===== config.mk =====
export PLATFORM = sky130hd
export DESIGN_NAME = pulse_timer
export DESIGN_NICKNAME = d
export VERILOG_FILES = /design/src/rtl/pulse_timer_pkg.sv /design/src/rtl/pt_sync.sv /design/src/rtl/pt_edge.sv /design/src/rtl/pt_timebase.sv /design/src/rtl/pulse_timer.sv
export SDC_FILE = /design/constraint.sdc
export NUM_CORES = 1
export LEC_CHECK = 0
export ABC_AREA = 1
export BUFFER_PORTS_ARGS = -buffer_cell sky130_fd_sc_hd__buf_2
export CELL_PAD_IN_SITES_DETAIL_PLACEMENT = 0
export CELL_PAD_IN_SITES_GLOBAL_PLACEMENT = 1
export CORE_MARGIN = 2
export CORE_UTILIZATION = 39
export CTS_CLUSTER_SIZE = 25
export DETAILED_ROUTE_END_ITERATION = 16
export PLACE_DENSITY = 0.81
export RECOVER_POWER = 50
export SLEW_MARGIN = 25
export SYNTH_ARGS = -nofsm -noshare
export SYNTH_HDL_FRONTEND = slang
export SYNTH_SLANG_ARGS = --single-unit

===== constraint.sdc =====
create_clock -name clk -period 1.58 [get_ports clk]
set_input_delay 0.316 -clock clk [delete_from_list [all_inputs] [get_ports clk]]
set_output_delay 0.316 -clock clk [all_outputs]
set_load 0.01 [all_outputs]

===== src/rtl/pulse_timer_pkg.sv =====
package pulse_timer_pkg;
  localparam int NUM_IN  = 7;
  localparam int IX_TPOS = 0;
  localparam int IX_TNEG = 1;
  localparam int IX_AHI  = 2;
  localparam int IX_ALON = 3;
  localparam int IX_RTRG = 4;
  localparam int IX_CLR  = 5;
  localparam int IX_CMOD = 6;
  // synchronizer reset levels: the active-low enable idles high
  localparam logic [NUM_IN-1:0] SYNC_RST = 7'b000_1000;
endpackage


===== src/rtl/pt_sync.sv =====
module pt_sync #(
  parameter int          WIDTH   = 1,
  parameter logic [WIDTH-1:0] RST_VAL = '0
) (
  input  logic             clk,
  input  logic             rst_n,
  input  logic [WIDTH-1:0] async_in,
  output logic [WIDTH-1:0] sync_out
);
  logic [WIDTH-1:0] stage1;
  logic [WIDTH-1:0] stage2;

  for (genvar i = 0; i < WIDTH; i++) begin : g_bit
    always_ff @(posedge clk or negedge rst_n) begin
      if (!rst_n) begin
        stage1[i] <= RST_VAL[i];
        stage2[i] <= RST_VAL[i];
      end else begin
        stage1[i] <= async_in[i];
        stage2[i] <= stage1[i];
      end
    end
  end

  assign sync_out = stage2;
endmodule


===== src/rtl/pt_edge.sv =====
module pt_edge #(
  parameter int          WIDTH   = 1,
  parameter logic [WIDTH-1:0] RST_VAL = '0
) (
  input  logic             clk,
  input  logic             rst_n,
  input  logic [WIDTH-1:0] level,
  output logic [WIDTH-1:0] rise,
  output logic [WIDTH-1:0] fall
);
  logic [WIDTH-1:0] last_q;
  logic [WIDTH-1:0] last_d;

  always_comb begin
    last_d = level;
    rise   = level & ~last_q;
    fall   = ~level & last_q;
  end

  always_ff @(posedge clk or negedge rst_n) begin
    if (!rst_n) last_q <= RST_VAL;
    else        last_q <= last_d;
  end
endmodule


===== src/rtl/pt_timebase.sv =====
module pt_timebase #(
  parameter int HALF_CNT = 3
) (
  input  logic clk,
  input  logic rst_n,
  input  logic clr,
  input  logic run,
  output logic tick,
  output logic period_done,
  output logic osc
);
  localparam int TBW = (HALF_CNT > 1) ? $clog2(HALF_CNT) : 1;
  localparam logic [TBW-1:0] LAST = TBW'(HALF_CNT - 1);

  logic [TBW-1:0] cnt_q, cnt_d;
  logic           osc_q, osc_d;
  logic           cnt_en;

  always_comb begin
    cnt_en      = run & ~clr;
    tick        = cnt_en & (cnt_q == LAST);
    period_done = tick & osc_q;
    cnt_d       = cnt_q;
    osc_d       = osc_q;
    if (clr) begin
      cnt_d = '0;
      osc_d = 1'b0;
    end else if (cnt_en) begin
      cnt_d = tick ? '0 : cnt_q + 1'b1;
      osc_d = tick ? ~osc_q : osc_q;
    end
  end

  always_ff @(posedge clk or negedge rst_n) begin
    if (!rst_n) begin
      cnt_q <= '0;
      osc_q <= 1'b0;
    end else begin
      cnt_q <= cnt_d;
      osc_q <= osc_d;
    end
  end

  assign osc = osc_q;

  a_r4_cnt_bound: assert property (@(posedge clk) disable iff (!rst_n)
    cnt_q <= LAST);
  a_r4_osc_toggles: assert property (@(posedge clk) disable iff (!rst_n)
    (tick && !clr) |=> (osc != $past(osc)));
  a_r8_clr_quiet: assert property (@(posedge clk) disable iff (!rst_n)
    clr |=> (!osc && cnt_q == '0));
endmodule


===== src/rtl/pulse_timer.sv =====
module pulse_timer
  import pulse_timer_pkg::*;
#(
  parameter int HALF_CNT = 3,
  parameter int CNT_N    = 3
) (
  input  logic clk,
  input  logic rst_n,
  input  logic trig_pos,
  input  logic trig_neg,
  input  logic astable_hi,
  input  logic astable_lo_n,
  input  logic retrig,
  input  logic ext_clear,
  input  logic count_mode,
  output logic q,
  output logic q_n,
  output logic osc_out
);
  localparam int PW = $clog2(CNT_N + 1);
  localparam logic [PW-1:0] LAST_N = PW'(CNT_N - 1);

  logic [NUM_IN-1:0] raw_in, lvl, rise, fall;

  assign raw_in = {count_mode, ext_clear, retrig, astable_lo_n,
                   astable_hi, trig_neg, trig_pos};

  pt_sync #(.WIDTH(NUM_IN), .RST_VAL(SYNC_RST)) u_sync (
    .clk(clk), .rst_n(rst_n), .async_in(raw_in), .sync_out(lvl));

  pt_edge #(.WIDTH(NUM_IN), .RST_VAL(SYNC_RST)) u_edge (
    .clk(clk), .rst_n(rst_n), .level(lvl), .rise(rise), .fall(fall));

  // control state
  logic          q_q, q_d, qn_q, qn_d;
  logic          pulse_q, pulse_d;
  logic          ast_q, ast_d;
  logic [PW-1:0] per_q, per_d;

  // decoded conditions
  logic ast_en, ast_entry, clr_s, trig_hit, retrig_hit, fire;
  logic pulse_end, per_last;
  logic tb_clr, tb_run, tb_tick, tb_pdone, tb_osc;

  always_comb begin
    clr_s      = lvl[IX_CLR];
    ast_en     = lvl[IX_AHI] | ~lvl[IX_ALON];
    ast_entry  = ast_en & ~ast_q;
    trig_hit   = (rise[IX_TPOS] & ~lvl[IX_TNEG]) |
                 (fall[IX_TNEG] & lvl[IX_TPOS]);
    retrig_hit = rise[IX_RTRG] | (pulse_q & lvl[IX_RTRG]);
    fire       = ~clr_s & ~ast_en & ((trig_hit & ~pulse_q) | retrig_hit);
    per_last   = lvl[IX_CMOD] ? (per_q == LAST_N) : (per_q == '0);
    pulse_end  = pulse_q & tb_pdone & per_last;
    tb_clr     = clr_s | ast_entry | fire | (~ast_en & ~pulse_q);
    tb_run     = ast_en | pulse_q;
  end

  pt_timebase #(.HALF_CNT(HALF_CNT)) u_tb (
    .clk(clk), .rst_n(rst_n), .clr(tb_clr), .run(tb_run),
    .tick(tb_tick), .period_done(tb_pdone), .osc(tb_osc));

  // next-state
  always_comb begin
    q_d     = q_q;
    pulse_d = pulse_q;
    per_d   = per_q;
    ast_d   = ast_en & ~clr_s;
    if (clr_s) begin
      q_d     = 1'b0;
      pulse_d = 1'b0;
      per_d   = '0;
    end else if (ast_en) begin
      pulse_d = 1'b0;
      per_d   = '0;
      if (ast_entry)     q_d = 1'b0;
      else if (tb_pdone) q_d = ~q_q;
    end else if (fire) begin
      q_d     = 1'b1;
      pulse_d = 1'b1;
      per_d   = '0;
    end else if (pulse_q) begin
      if (pulse_end) begin
        q_d     = 1'b0;
        pulse_d = 1'b0;
        per_d   = '0;
      end else if (tb_pdone) begin
        per_d = per_q + 1'b1;
      end
    end else begin
      q_d = 1'b0;
    end
    qn_d = ~q_d;
  end

  // registers
  always_ff @(posedge clk or negedge rst_n) begin
    if (!rst_n) begin
      q_q     <= 1'b0;
      qn_q    <= 1'b1;
      pulse_q <= 1'b0;
      ast_q   <= 1'b0;
      per_q   <= '0;
    end else begin
      q_q     <= q_d;
      qn_q    <= qn_d;
      pulse_q <= pulse_d;
      ast_q   <= ast_d;
      per_q   <= per_d;
    end
  end

  assign q       = q_q;
  assign q_n     = qn_q;
  assign osc_out = tb_osc;

  a_r10_complement: assert property (@(posedge clk) disable iff (!rst_n)
    q_n == ~q);
  a_r8_clear_wins: assert property (@(posedge clk) disable iff (!rst_n)
    clr_s |=> (!q && !pulse_q));
  a_r5_fire_raises: assert property (@(posedge clk) disable iff (!rst_n)
    fire |=> (q && pulse_q && !osc_out));
  a_r2_idle_low: assert property (@(posedge clk) disable iff (!rst_n)
    (!ast_en && !pulse_q && !fire) |=> !q);
  a_r9_per_bound: assert property (@(posedge clk) disable iff (!rst_n)
    per_q <= LAST_N);
  a_r3_astable_no_pulse: assert property (@(posedge clk) disable iff (!rst_n)
    (ast_en && !clr_s) |=> !pulse_q);
endmodule


# After elaboration in Yosys (flattened, before gate mapping)
# Index checks and enable logic that the tools add are counted.
[op_classes] addsub=2 eq_ne=2 n_mux=25 n_bitwise=36 n_reduce_logical=7
[ops] cell="2-bit two-way mux" n=9
[ops] cell="1-bit two-way mux" n=16
[ops] cell="1-bit bitwise AND" n=14
[ops] cell="1-bit inverter" n=10
[ops] cell="1-bit OR" n=8
[ops] cell="5-bit bitwise AND" n=1
[ops] cell="5-bit inverter" n=1
[ops] cell="5-bit nonzero test" n=1
[ops] cell="2-bit by 1-bit adder with 2-bit output, second input constant" n=2
[ops] cell="2-bit equality test, second input constant" n=2
[ops] cell="2-bit AND reduction" n=2
[ops] cell="2-bit nonzero test" n=2
[ops] cell="4-bit nonzero test" n=1
[ops] cell="2-bit bitwise AND" n=1
[ops] cell="2-bit logical NOT" n=1
[ops] cell="2-bit inverter" n=1
[totals] ff_bits=28 in_bits=9 output_inout_bits=3 elab_cells=94

# Longest topological paths before layout
# Gate-level depths: netlist of run 1.
[depth] word_depth=21 ltp_mapped=12 mapped_depth_nobuf=12

# By module
# From an unflattened synthesis of run 1, not the netlist that was laid out.
[unflattened] hier_cells=135 area_unflattened_um2=1255.0
[modules_own_cells] module="pulse_timer" n_inst=1 cells_per_inst=61 area_each_um2=452.9 seq_area_each_um2=151.4
[modules_own_cells] module="pt_sync" n_inst=1 cells_per_inst=14 area_each_um2=352.8 seq_area_each_um2=352.8
[modules_own_cells] module="pt_edge" n_inst=1 cells_per_inst=35 area_each_um2=281.5 seq_area_each_um2=176.4
[modules_own_cells] module="pt_timebase" n_inst=1 cells_per_inst=25 area_each_um2=167.7 seq_area_each_um2=75.1

# Worst setup path after synthesis of run 1
# Ideal clock, no wire load.
[synth_timing] path_type="reg-to-reg" startpoint="register u_sync.stage2[3] (netlist: u_sync.sync_out[3])" endpoint="register q_q (netlist: q)" setup_time_ps=113 arrival_time_ps=1365 required_time_ps=1467 setup_slack_ps=101 stages_incl_launch_ff=12 n_path_buf=0 period_less_slack_ps=1479 path_cell_list="dfstp_2 -> nand2_2 -> nor2_4 -> nand2_1 -> nand2_2 -> nand3_4 -> nor2_4 -> nand2_2 -> nand3_1 -> nand2_1 -> nand2_2 -> inv_1"
[synth_via] elab_chain_cells=18 word_cells_on_any_way=24 cone_classes="mux (7); bitwise (17)"
[synth_rtl] element="from (decl)" line="pt_sync.sv:11" source="logic [WIDTH-1:0] stage2;"
[synth_rtl] element="from (signal, indexed assignment)" line="pt_sync.sv:17" source="stage2[i] <= RST_VAL[i];"
[synth_rtl] element="from (signal, indexed assignment)" line="pt_sync.sv:20" source="stage2[i] <= stage1[i];"
[synth_rtl] element="1-bit inverter (*)" line="pulse_timer.sv:47" source="ast_en = lvl[IX_AHI] | ~lvl[IX_ALON];"
[synth_rtl] element="1-bit OR (*)" line="pulse_timer.sv:47"
[synth_rtl] element="1-bit inverter" line="pulse_timer.sv:52, pulse_timer.sv:55"
[synth_rtl] element="1-bit bitwise AND (2 in a row)" line="pulse_timer.sv:52" source="fire = ~clr_s & ~ast_en & ((trig_hit & ~pulse_q) | retrig_hit);"
[synth_rtl] element="1-bit OR (2 in a row)" line="pulse_timer.sv:55" source="tb_clr = clr_s | ast_entry | fire | (~ast_en & ~pulse_q);"
[synth_rtl] element="1-bit inverter" line="pt_timebase.sv:20" source="cnt_en = run & ~clr;"
[synth_rtl] element="1-bit bitwise AND" line="pt_timebase.sv:20"
[synth_rtl] element="1-bit bitwise AND" line="pt_timebase.sv:21" source="tick = cnt_en & (cnt_q == LAST);"
[synth_rtl] element="1-bit bitwise AND" line="pt_timebase.sv:22" source="period_done = tick & osc_q;"
[synth_rtl] element="1-bit bitwise AND (2 in a row)" line="pulse_timer.sv:54" source="pulse_end = pulse_q & tb_pdone & per_last;"
[synth_rtl] element="1-bit two-way mux" line="pulse_timer.sv:83" source="if (pulse_end) begin"
[synth_rtl] element="1-bit two-way mux" line="pulse_timer.sv:82" source="end else if (pulse_q) begin"
[synth_rtl] element="1-bit two-way mux" line="pulse_timer.sv:78" source="end else if (fire) begin"
[synth_rtl] element="1-bit two-way mux (*)" line="pulse_timer.sv:73" source="end else if (ast_en) begin"
[synth_rtl] element="1-bit two-way mux (*)" line="pulse_timer.sv:69" source="if (clr_s) begin"
[synth_rtl] element="named net q_d" line="pulse_timer.sv:35" source="logic q_q, q_d, qn_q, qn_d;"
[synth_rtl] element="to (signal assigned)" line="pulse_timer.sv:105" source="q_q <= q_d;"
[synth_rtl] element="to (decl)" line="pulse_timer.sv:35"
# The timed path passes the listed nets; every way through them passes the cells marked *.
# A chain may end at the register's enable or synchronous reset.

# Final worst setup path of run 1
# Same ends and word-level chain as after synthesis.

==> results of run 1 <==
[per-stage QoR]
| step | setup TNS [ps] | setup slack (ps) | utilization (%) | cells | power (uW) |
|---|---|---|---|---|---|
| 2_1_floorplan | 0 | 101.5 | - | 84 | 750.8 |
| 3_3_place_gp | 0 | 116.6 | 45.07 | 129 | 786.8 |
| 3_5_place_dp | 0 | 89.84 | 45.07 | 129 | 790.3 |
| 4_1_cts | 0 | 76.32 | 47.66 | 134 | 1245 |
| 5_1_grt | -0.7270 | -0.7270 | 47.87 | 134 | 1277 |
| 6_report | 0 | 91.35 | 47.87 | 134 | 1224 |
[layout make-up]
| type | instances | area (sq um) |
|---|---|---|
| multi-input cells | 44 | 261.5 |
| well taps | 30 | 37.54 |
| repair buffers | 16 | 95.09 |
| flip-flops and latches | 26 | 654.4 |
| clock buffers | 3 | 22.52 |
| inverters | 14 | 52.55 |
| clock inverters | 1 | 30.03 |
| fillers | 229 | 1256 |
[cells by family after synthesis]
kind of cell | Yosys count | synth area share [%]
mux | 1 | 1.039
buf+inv | 14 | 5.455
flops | 26 | 67.92
compound gates | 6 | 3.117
simple gates | 35 | 19.87
fa+ha+maj | 2 | 2.597
[power by group through the flow]
stage | registers (uW) | clock network [uW] | logic, uW
global placement | 721 | 0 | 65.4
global route | 715 | 485 | 76.9
finish | 710 | 446 | 67.3
detailed placement | 723 | 0 | 66.8
CTS | 711 | 465 | 68.9
floorplan | 722 | 0 | 29.2
[metal layers]
metal,vias to the layer above,global-route usage [%]
met5,-,0
met4,0,7.692
met2,10,17.89
met3,2,3.333
li1,303,-
met1,282,13.54
[layout by cell type (no fill, tap or decap), drive strengths merged]
cell and n:
buf 14, clkbuf 4, nand3b 1, dlygate4sd3 1
nor2 10, a21oi 2, nand2 14, dfstp 3
nand3 7, dfrtp 23, o21ai 4, inv 14
ha 2, mux2i 1, bufinv 1, nand4 3
[what timing repair did]
action                                  CTS  global route
endpoints found under the hold margin    23             0
gates resized for setup                   0             1
endpoints found under the setup margin    0             1
hold buffers                              1             0
[worst min-delay path by stage]
stage,to,cells after the start,from
after floorplan,ast_q,0,rst_n
after global placement,u_tb.osc,1,rst_n
after detailed placement,u_tb.osc,1,rst_n
after CTS,u_sync.stage1[3],1,astable_lo_n
after global routing,u_sync.stage1[3],1,astable_lo_n
final,u_sync.stage1[3],1,astable_lo_n
[critical path, delay by kind of cell, from the launching register on]
kind                   cells  cell delay, ps
and+or+nand+nor           10             810
buffers and inverters      1              40
DFF                        1             560
[flip-flops by register name, summed over array words and instances, names as in the netlist]
name and cells:
u_sync.stage1 7, per_q 2, q 1, ast_q 1, u_edge.last_q 3, q_n 1
pulse_q 1, u_sync.sync_out 7, u_tb.osc 1, u_tb.cnt_q 2
==> impl_metrics.yaml, run 1 <==
critical_path:
  r2r_cells: 11
  worst_path_max_delay_cell: "dfstp_2"
  critPathMaxStageDelay_ps: 560
  timing.rr.end: "q"
  crit_path_max_fanout: 4
  path_cells: "nand2_4 -> nor2_4 -> nand2_1 -> nand2_2 -> nand3_4 -> nor2_4 -> nand2_2 -> nand3_1 -> nand2_1 -> nand2_2 -> inv_1"
  crit_arrival_ps: 1720
  cp_common_cell: "nand2_2"
  end_kind: "flip-flop"
  timing.rr.start: "u_sync.sync_out[3]"
  start_kind: "flip-flop"
  startpoint: "u_sync.sync_out[3]"
  endpoint: "q"
  r2r_setup_slack_ps: 90
  critPathKind: "reg2reg"
  cp.required_ps: 1810
synthesis:
  synth-main-ff-cell: "dfrtp_1"
  ys_top_cells_by_count: "dfrtp_1 (23), inv_1 (14), nand2_1 (9), nor2_1 (8), nand3_1 (6)"
  ys_seq_area_share_pct: 67.92
  synth_top_area_cell: "dfrtp_1"
  netlist_area_sq_um: 963.4
  synth_top_area_share_pct: 59.74
  syn_inst: 84
  synthDistinctLibCells: 15
  synth_seq_cells: 26
  synthTopCellsByArea: "dfrtp_1 (60%), dfstp_2 (8.2%), inv_1 (5.5%), nand2_1 (3.5%), nand2_2 (3.2%)"
  avgSynthCellArea_sq_um: 11.47
  synthArstFlopShare_pct: 100.0
  yosysWarnings: 0
  yosysMostFrequentCell: "dfrtp_1"
  syn_nets: 95
  synth-edff-count: 0
power_and_ir_drop:
  p_leak_uw: 0.0005703
  irDropWorstVdd_mv: 0.6975
  p_per_area_nw_per_um2: 1061
  switching_share_pct: 19.86
  p_seq_share_pct: 58.0
  netSwitchingPower_uw: 243.0
  p_comb_share_pct: 5.5
  p_clk_share_pct: 36.4
  intPower_uw: 980.8
clocking:
  numCtsBuffers: 3
  cts_max_path_buffers: 2
  clk_pin_slew_worst_paths_ps: 140
  cts_root_buf: "clkbuf_4"
  htree_levels: 1
  cts_setup_buffers: 0
  tritoncts: "built"
  cts.sinks: 26
  worstSkewPairLatency_ps: 320
floorplan:
  fp.dieH_um: 53.70
  io_pins: 12
  core_area_sq_um: 2410
  dieArea_sq_um: 2884
  die_w_um: 53.70
  row_count: 18
  initial_utilization_pct: 39.98
route:
  route.met3.wl_um: 42
  viasPerCell: 4.455
  wirelength_mm: 1.356
  route.met2.wl_um: 673
  drtIter0Drc: 9
  post_drt_wl_per_cell_um: 10.12
  antenna_left: 0
  drt-met1-wl_um: 626
  highest_layer: "met4"
  remaining_drc_errors: 0
  drtPass1Iterations: 2
  vias: 597
finish:
  final_cell_area_sq_um: 1154
  fin_nets: 116
  diodes: 0
  syn2layout_area_growth_pct: 19.74
  drive_above_1_share_pct: 28.85
global_route:
  grt_first_pass_wirelength_mm: 2.242
  first_global_vias: 545
  antenna_found_initial: 0
  grt.overflow.total: 0
  grt_start_max_net_pins: 27
  grtUsageTotal_pct: 11.43
sta:
  hold_viol: 0
  rsz0062_at_grt: "yes"
  max_clock_freq_mhz: 671.8
  min_period_over_period_pct: 94.22
  finalSetupViolCount: 0
  relSlewSlack_pct: 59.80
  slew_violations: 0
  clock-skew-final_ps: 3.588
  fin_crit_ps: 1489
  timing.hold.ws_ps: 80.87
  worst_slew_pin_slew_ps: 603.0
placed_design:
  place.gp.congestion: 0.7985
  place_area_sq_um: 1086
  dp_hpwl_mm: 1.023
  port_buffers: 11
outcome:
  status: "complete, no violations"
min_path:
  hold_path_class: "in2reg"
job:
  max_cap_violations: 0
No activity file was read; power rests on OpenSTA's default activity.
==> run 2: changes to the inputs <==
- PLACE_DENSITY: 0.81 -> default
- PLACE_DENSITY_LB_ADDON: default -> 0.25
==> run 2 against run 1 <==
  * Design area shrank 0.11%
  * Non-clock buffer count grew 3
  * Critical path depth is the same
  * Sequential share of layout area grew 0.062 points
  * Worst hold slack gained 15 ps
  * Worst setup slack lost 9.0 ps
  * First-iteration DRC count shrank 44%
  * Critical endpoint unchanged
  * Sequential power is essentially flat
  * Clock-buffer cell count grew 1
  * Maximum frequency shrank 0.60%
  * Critical path type unchanged
  * Register-to-register slack is essentially flat
==> impl_metrics.yaml, run 2 (synthesis gave the netlist of run 1 again) <==
global_route:
  antenna_found_initial: 0
  first_global_vias: 550
  grt.overflow.total: 0
  grtUsageTotal_pct: 11.10
  grt_start_max_net_pins: 27
  grt_first_pass_wirelength_mm: 2.214
critical_path:
  r2r_cells: 11
  start_kind: "flip-flop"
  crit_arrival_ps: 1720
  end_kind: "flip-flop"
  cp.required_ps: 1800
  crit_path_max_fanout: 4
  critPathKind: "reg2reg"
power_and_ir_drop:
  irDropWorstVdd_mv: 0.5317
  p_leak_uw: 0.0005643
  total_power_uw: 1054
  p_per_area_nw_per_um2: 915.1
finish:
  diodes: 0
  mostFrequentLayoutCells: "dfrtp_1 (23), inv_1 (13), buf_2 (10)"
  final_common_cell: "dfrtp_1"
  fin_nets: 119
  syn2layout_area_growth_pct: 19.61
  final_cell_area_sq_um: 1152
  drive_above_1_share_pct: 32.71
clocking:
  cts_root_buf: "clkbuf_4"
  numCtsBuffers: 3
  tritoncts: "built"
  cts_max_path_buffers: 2
  htree_levels: 1
  worstSkewPairLatency_ps: 310
  clk_pin_slew_worst_paths_ps: 130
  cts.sinks: 26
sta:
  slew_violations: 0
  relSlewSlack_pct: 59.64
  fin_crit_ps: 1498
  clock-skew-final_ps: 5.062
  min_period_over_period_pct: 94.79
  tns_ps: 0
  hold_viol: 0
  finalSetupViolCount: 0
  worst_slew_pin_slew_ps: 605.5
  max_clock_freq_mhz: 667.7
floorplan:
  core_area_sq_um: 2410
  io_pins: 12
  initial_utilization_pct: 39.98
  dieArea_sq_um: 2884
  row_count: 18
  die_w_um: 53.70
  fp.dieH_um: 53.70
route:
  drtIter0Drc: 5
  remaining_drc_errors: 0
  post_drt_wl_per_cell_um: 10.02
  viasPerCell: 4.409
  antenna_left: 0
  drtPass1Iterations: 4
  wirelength_mm: 1.373
  vias: 604
job:
  max_cap_violations: 0
placed_design:
  dp_hpwl_mm: 1.050
  place_area_sq_um: 1094
  place.gp.congestion: 0.7788
  port_buffers: 11
min_path:
  min_path_cells: 1
  hold_path_class: "in2reg"
outcome:
  status: "complete, no violations"
[run 2: cell count changes in the layout (fill, tap and decap cells not counted), sizes merged]
cell,before,now
clkbuf,4,5
buf,14,17
bufinv,1,0
[run 2: through the flow]
stage	utilization (%)	worst slack [ps]	cells	hold slack, ps
after floorplan	-	101.5	84	20.41
after global placement	45.38	83.59	130	331.7
after detailed placement	45.38	66.46	130	334.7
after CTS	46.88	40.03	135	78.26
after global routing	47.82	-6.414	137	67.40
final	47.82	82.33	137	95.56
[run 2: cell type report]
| type | instances | area [sq um] |
|---|---|---|
| Multi-Input combinational cell | 44 | 264.0 |
| Timing Repair Buffer | 19 | 117.6 |
| Inverter | 14 | 52.55 |
| Tap cell | 30 | 37.54 |
| Clock buffer | 4 | 26.28 |
| Sequential cell | 26 | 654.4 |
| Fill cell | 220 | 1257 |
[run 2: worst paths after layout]
path	start	to	slack, ps
setup / recovery	u_sync.sync_out[3]	q	80
hold / removal	astable_lo_n	u_sync.stage1[3]	100
setup reg to reg	u_sync.sync_out[3]	q	80
hold reg to reg	u_sync.stage1[0]	u_sync.sync_out[0]	360
max in group asynchronous	rst_n	u_sync.sync_out[1]	650
min in group asynchronous	rst_n	u_tb.cnt_q[0]	540
[run 2: critical path, cell delays in order, from the launching register on]
cell and delay (ps):
dfstp_2 540, nand2_2 70, nor2_4 80, nand2_1 60, nand2_2 100, nand3_4 80
nor2_4 160, nand2_2 100, nand3_2 70, nand2_2 50, nand2_2 70, inv_2 30
[run 2: report_power, final]
part / internal, uW / switching (uW) / leakage [uW] / total [uW]
clock network: 98.4 / 173 / 0.0000150 / 271
registers: 697 / 13.3 / 0.000315 / 710
logic: 31.5 / 41.4 / 0.000234 / 72.8
total: 827 / 228 / 0.000564 / 1050
[run 2: per-layer routing]
layer	track usage, %	vias up	routed length [um]
met5	0	-	0
met4	6.410	0	12
met3	1.667	2	35
met2	18.70	8	721
met1	13.43	287	604
li1	-	307	-
[run 2: what timing repair did]
action / 4_1_cts / 5_1_grt
gates resized for setup: 0 / 4
setup endpoints to repair: 0 / 1
hold endpoints to repair: 23 / 0
buffers inserted: 0 / 2
hold buffers: 1 / 0
